[config.mk]
export PLATFORM = sky130hd
export DESIGN_NAME = i2c_addr_match
export DESIGN_NICKNAME = d
export VERILOG_FILES = /design/src/rtl/i2cam_pkg.sv /design/src/rtl/i2cam_mask_eq.sv /design/src/rtl/i2cam_first_dec.sv /design/src/rtl/i2c_addr_match.sv
export SDC_FILE = /design/constraint.sdc
export NUM_CORES = 1
export LEC_CHECK = 0
export ABC_CLOCK_PERIOD_IN_PS = 2460
export BUFFER_PORTS_ARGS = -buffer_cell sky130_fd_sc_hd__buf_2
export CORE_MARGIN = 2
export CORE_UTILIZATION = 25
export CTS_CLUSTER_DIAMETER = 150
export CTS_CLUSTER_SIZE = 16
export DETAILED_ROUTE_END_ITERATION = 16
export PLACE_DENSITY = 0.55
export SYNTH_ARGS = -nofsm -noshare
export SYNTH_HDL_FRONTEND = slang
export SYNTH_SLANG_ARGS = --single-unit
[constraint.sdc]
create_clock -name clk -period 2.46 [get_ports clk]
set_input_delay 0.246 -clock clk [delete_from_list [all_inputs] [get_ports clk]]
set_output_delay 0.246 -clock clk [all_outputs]
set_load 0.01 [all_outputs]
[src/rtl/i2cam_pkg.sv]
package i2cam_pkg;

  typedef enum logic [1:0] {
    PH_IDLE  = 2'd0,
    PH_FIRST = 2'd1,
    PH_LOW   = 2'd2
  } phase_t;

  typedef struct packed {
    logic ack;
    logic match;
    logic gcall;
    logic rd;
    logic go_low;
    logic full10;
  } verdict_t;

  localparam logic [4:0] HDR10 = 5'b11110;

endpackage

[src/rtl/i2cam_mask_eq.sv]
module i2cam_mask_eq #(
  parameter int W = 7
) (
  input  logic [W-1:0] rx,
  input  logic [W-1:0] ref_val,
  input  logic [W-1:0] dc,
  output logic         eq
);
  logic [W-1:0] bit_ok;

  for (genvar i = 0; i < W; i++) begin : g_bit
    assign bit_ok[i] = dc[i] | ~(rx[i] ^ ref_val[i]);
  end

  assign eq = &bit_ok;
endmodule

[src/rtl/i2cam_first_dec.sv]
module i2cam_first_dec
  import i2cam_pkg::*;
#(
  parameter int OWN_W = 10
) (
  input  logic [7:0]       rx,
  input  logic [OWN_W-1:0] own,
  input  logic [OWN_W-1:0] dc,
  input  logic             ten_bit,
  input  logic             gc_en,
  input  logic             prior_full,
  output verdict_t         v
);
  localparam int SHORT_W = 7;
  localparam int HI_W    = OWN_W - 8;

  logic [SHORT_W-1:0] addr7;
  logic               rw;
  logic               is_gc;
  logic               reserved;
  logic               is_hdr;
  logic               eq7;
  logic               eq_hi;

  assign addr7    = rx[7:1];
  assign rw       = rx[0];
  assign is_gc    = (rx == 8'h00);
  assign reserved = (addr7[6:3] == 4'b0000) || (addr7[6:3] == 4'b1111);
  assign is_hdr   = (rx[7:3] == HDR10);

  i2cam_mask_eq #(.W(SHORT_W)) u_eq7 (
    .rx(addr7), .ref_val(own[SHORT_W-1:0]), .dc(dc[SHORT_W-1:0]), .eq(eq7)
  );

  i2cam_mask_eq #(.W(HI_W)) u_eq_hi (
    .rx(rx[HI_W:1]), .ref_val(own[OWN_W-1:8]), .dc(dc[OWN_W-1:8]), .eq(eq_hi)
  );

  always_comb begin
    v = '0;
    if (is_gc) begin
      v.ack   = gc_en;
      v.gcall = gc_en;
    end else if (!ten_bit) begin
      if (!reserved && eq7) begin
        v.ack   = 1'b1;
        v.match = 1'b1;
        v.rd    = rw;
      end
    end else if (is_hdr && eq_hi) begin
      if (!rw) begin
        v.ack    = 1'b1;
        v.go_low = 1'b1;
      end else if (prior_full) begin
        v.ack    = 1'b1;
        v.match  = 1'b1;
        v.rd     = 1'b1;
        v.full10 = 1'b1;
      end
    end
  end
endmodule

[src/rtl/i2c_addr_match.sv]
module i2c_addr_match
  import i2cam_pkg::*;
#(
  parameter int OWN_W = 10
) (
  input  logic             clk,
  input  logic             rst_n,
  input  logic             start_evt,
  input  logic             stop_evt,
  input  logic             byte_valid,
  input  logic [7:0]       byte_data,
  input  logic [OWN_W-1:0] own_addr,
  input  logic [OWN_W-1:0] addr_mask,
  input  logic             ten_bit_mode,
  input  logic             gc_enable,
  input  logic             mask_bypass,
  output logic             byte_ack,
  output logic             addr_match,
  output logic             gen_call,
  output logic             read_dir
);
  localparam int LOW_W = 8;

  logic [OWN_W-1:0] dc_eff;
  phase_t           phase;
  logic             full10;
  verdict_t         first_v;
  logic             low_eq;

  assign dc_eff = mask_bypass ? '0 : addr_mask;

  i2cam_first_dec #(.OWN_W(OWN_W)) u_first (
    .rx(byte_data), .own(own_addr), .dc(dc_eff), .ten_bit(ten_bit_mode),
    .gc_en(gc_enable), .prior_full(full10), .v(first_v)
  );

  i2cam_mask_eq #(.W(LOW_W)) u_low (
    .rx(byte_data), .ref_val(own_addr[LOW_W-1:0]), .dc(dc_eff[LOW_W-1:0]), .eq(low_eq)
  );

  always_ff @(posedge clk or negedge rst_n) begin
    if (!rst_n) begin
      phase      <= PH_IDLE;
      full10     <= 1'b0;
      byte_ack   <= 1'b0;
      addr_match <= 1'b0;
      gen_call   <= 1'b0;
      read_dir   <= 1'b0;
    end else if (stop_evt) begin
      phase      <= PH_IDLE;
      full10     <= 1'b0;
      byte_ack   <= 1'b0;
      addr_match <= 1'b0;
      gen_call   <= 1'b0;
      read_dir   <= 1'b0;
    end else if (start_evt) begin
      phase      <= PH_FIRST;
      byte_ack   <= 1'b0;
      addr_match <= 1'b0;
      gen_call   <= 1'b0;
      read_dir   <= 1'b0;
    end else if (byte_valid) begin
      case (phase)
        PH_FIRST: begin
          byte_ack   <= first_v.ack;
          addr_match <= first_v.match;
          gen_call   <= first_v.gcall;
          read_dir   <= first_v.rd;
          phase      <= first_v.go_low ? PH_LOW : PH_IDLE;
          if (!first_v.go_low) full10 <= first_v.full10;
        end
        PH_LOW: begin
          byte_ack   <= low_eq;
          addr_match <= low_eq;
          gen_call   <= 1'b0;
          read_dir   <= 1'b0;
          full10     <= low_eq;
          phase      <= PH_IDLE;
        end
        default: ;
      endcase
    end
  end
endmodule

==> impl_metrics.ini <==
[die]
io_pins = 40
core_area_sq_um = 2980
start_util = 0.258
die_area_sq_um = 3540
die_w_microns = 59.5
die_y_microns = 59.5
num_rows = 20

[placed_design]
dp.final_hpwl_microns = 1760
port_buffers = 39
gp_congestion = 0.745

[clock_network]
clkSinkCount = 7
clkTransAtPathRegs_ns = 0.05
clockBufferDepth = 2
clk_latency_ns = 0.25
cts_made_buffers = 3
htreeDepth = 1
clockRootBuffer = clkbuf_4
cts_tree = yes

[power]
total_power_mw = 0.342
ir_drop_v = 0.0000985
p_int_mw = 0.242
leakage_nw = 0.443
swShare = 0.294
pwr-share-seq = 0.349
power-per-cell-area_nw_per_um2 = 330
power.clock.fraction = 0.296
power_frac_comb = 0.355
p_sw_mw = 0.101

[critical_path]
worstSetupStartpointType = flip-flop
cp-end-kind = flip-flop
r2r_start = phase[0]$_DFFE_PN0P_
r2r_slack_ns = 0.71
reg2reg_to = addr_match$_DFFE_PN0P_
r2r_cells = 6
arrival_ns = 1.91
crit_path_start = phase[0]$_DFFE_PN0P_
worstSetupPathType = flip-flop to flip-flop
path_max_fanout = 7
critPathRequiredTime_ns = 2.62

[timing]
slew_violations = 0
fin_tns_setup_ns = 0
period_minus_slack_ns = 1.75
tightest_slew_ns = 0.765
rsz0062_at_grt = false
max_freq_mhz = 571
finalCritPeriodShare = 0.712
hold_viol_final = 0
max_slew_margin = 0.486
final-setup-viol-count = 0
fin_worst_skew_ns = 0.00302

[synth]
ys_types = 30
synthTopCellsByArea = dfrtp_1 23%, xnor2_1 19%, nor2b_1 8.9%
async_flop_share = 1.00
syn-num-nets = 131
synth_ff_type = dfrtp_1
synth_area_per_cell_sq_um = 8.27
synth_edf_count = 0
syn_area_sq_um = 769
synth_most_common_cell = xnor2_1
ys_ff_latch = 7
yosysTopAreaCell = dfrtp_1
synth_warnings = 0
yosysTopAreaCellShare = 0.228
ys_top_cells_by_count = 17 x xnor2_1, 11 x nor2b_1, 8 x o22ai_1
seq_area_frac_synth = 0.228
synthCells = 93

[grt]
grt_pass1_wl_microns = 3380
grt_usage = 0.121
grt_pass1_vias = 812
antenna_found_initial = 0
grt_max_degree = 11
grt-ovfl-total = 0

[flow_run]
drv_cap = 0

[detailed_routing]
met3WireLength_microns = 119
met2_wirelength_microns = 937
drtPass1Iterations = 4
wl_met1_microns = 918
vias = 846
highest_layer = met3
ant_nets = 0
drt_iter0_drc = 39
drt-total-wl_microns = 1980
wire_per_inst_microns = 11.7
drc_errors = 0
viasPerCell = 5.01

[layout]
final_nets = 175
area_delta_synth_final_pct = 35.0
n_antenna_cell = 0
drive_gt1_frac = 0.338

[min_path]
hold_path_end = full10$_DFFE_PN0P_
min_path_type = input pin to flip-flop
min_path_cells = 2
holdCritStartpoint = stop_evt

[run_status]
status = completed
[critical path: stages, from the launching register on]
cell and delay [ns]:
dfrtp_1 0.37, inv_1 0.05, ha_1 0.27, nor2b_1 0.05
nor3_1 0.59, a21oi_1 0.16, a22oi_1 0.17
[cells in the final DEF, fill, tap and decap left out, types with 2 or more instances in the layout]
master,n
or4_1,2
a22oi_1,2
a21oi_1,2
buf_2,39
nor2_1,6
nor3_1,2
o21ai_0,4
ha_1,2
clkbuf_4,3
o22ai_1,8
dfrtp_1,7
xnor2_1,17
nor2b_1,11
o211ai_1,2
inv_1,5
nand2_1,7
[registers in the layout, indices dropped and copies added (netlist names)]
name        cells
read_dir        1
gen_call        1
byte_ack        1
addr_match      1
full10          1
phase           2
[power groups by stage]
stage	sequential (mW)	clock, mW	combinational (mW)
floorplan	0.121	0	0.0676
global placement	0.121	0	0.120
detailed placement	0.121	0	0.122
CTS	0.120	0.103	0.124
global route	0.120	0.114	0.136
finish	0.120	0.101	0.122
[repair_timing]
| action | 4_1_cts | 5_1_grt |
|---|---|---|
| hold buffers | 1 | 0 |
| endpoints found under the hold margin | 7 | 0 |
| buffers inserted | 0 | 0 |
| resized for setup | 0 | 0 |
[worst max path at each step]
stage	endpoint	cells past startpoint
after floorplan	full10$_DFFE_PN0P_	6
after global placement	full10$_DFFE_PN0P_	7
after global routing	addr_match$_DFFE_PN0P_	6
after CTS	addr_match$_DFFE_PN0P_	6
after detailed placement	full10$_DFFE_PN0P_	7
final	addr_match$_DFFE_PN0P_	6
[cell families after synthesis]
kind of cell,share of synthesized area
xor+xnor,0.193
flops,0.228
simple gates,0.265
compound gates,0.252
buf+inv,0.0293
fa+ha+maj,0.0325
[final cells by class]
type                            instances  area (sq um)
Tap cell                               33          41.3
Fill cell                             312          1940
Timing Repair Buffer                   40           205
Inverter                                5          18.8
Multi-Input combinational cell         80           572
Clock buffer                            4          26.3
Sequential cell                         7           175
[per-stage QoR]
step	setup WS, ns	utilization	hold WS (ns)	area [sq um]	cells
after CTS	0.716	0.349	0.204	1040	169
after floorplan	0.789	-	-0.0496	769	93
after global placement	0.601	0.337	0.0844	1000	164
after global routing	0.465	0.349	0.210	1040	169
after detailed placement	0.533	0.337	0.0856	1000	164
final	0.708	0.349	0.210	1040	169
[metal layers]
metal | vias up | track usage
met5 | - | 0
met4 | 0 | 0.0292
met3 | 0 | 0.0131
met2 | 39 | 0.207
met1 | 385 | 0.162
li1 | 422 | -
Power figures use the tool's default switching activity.
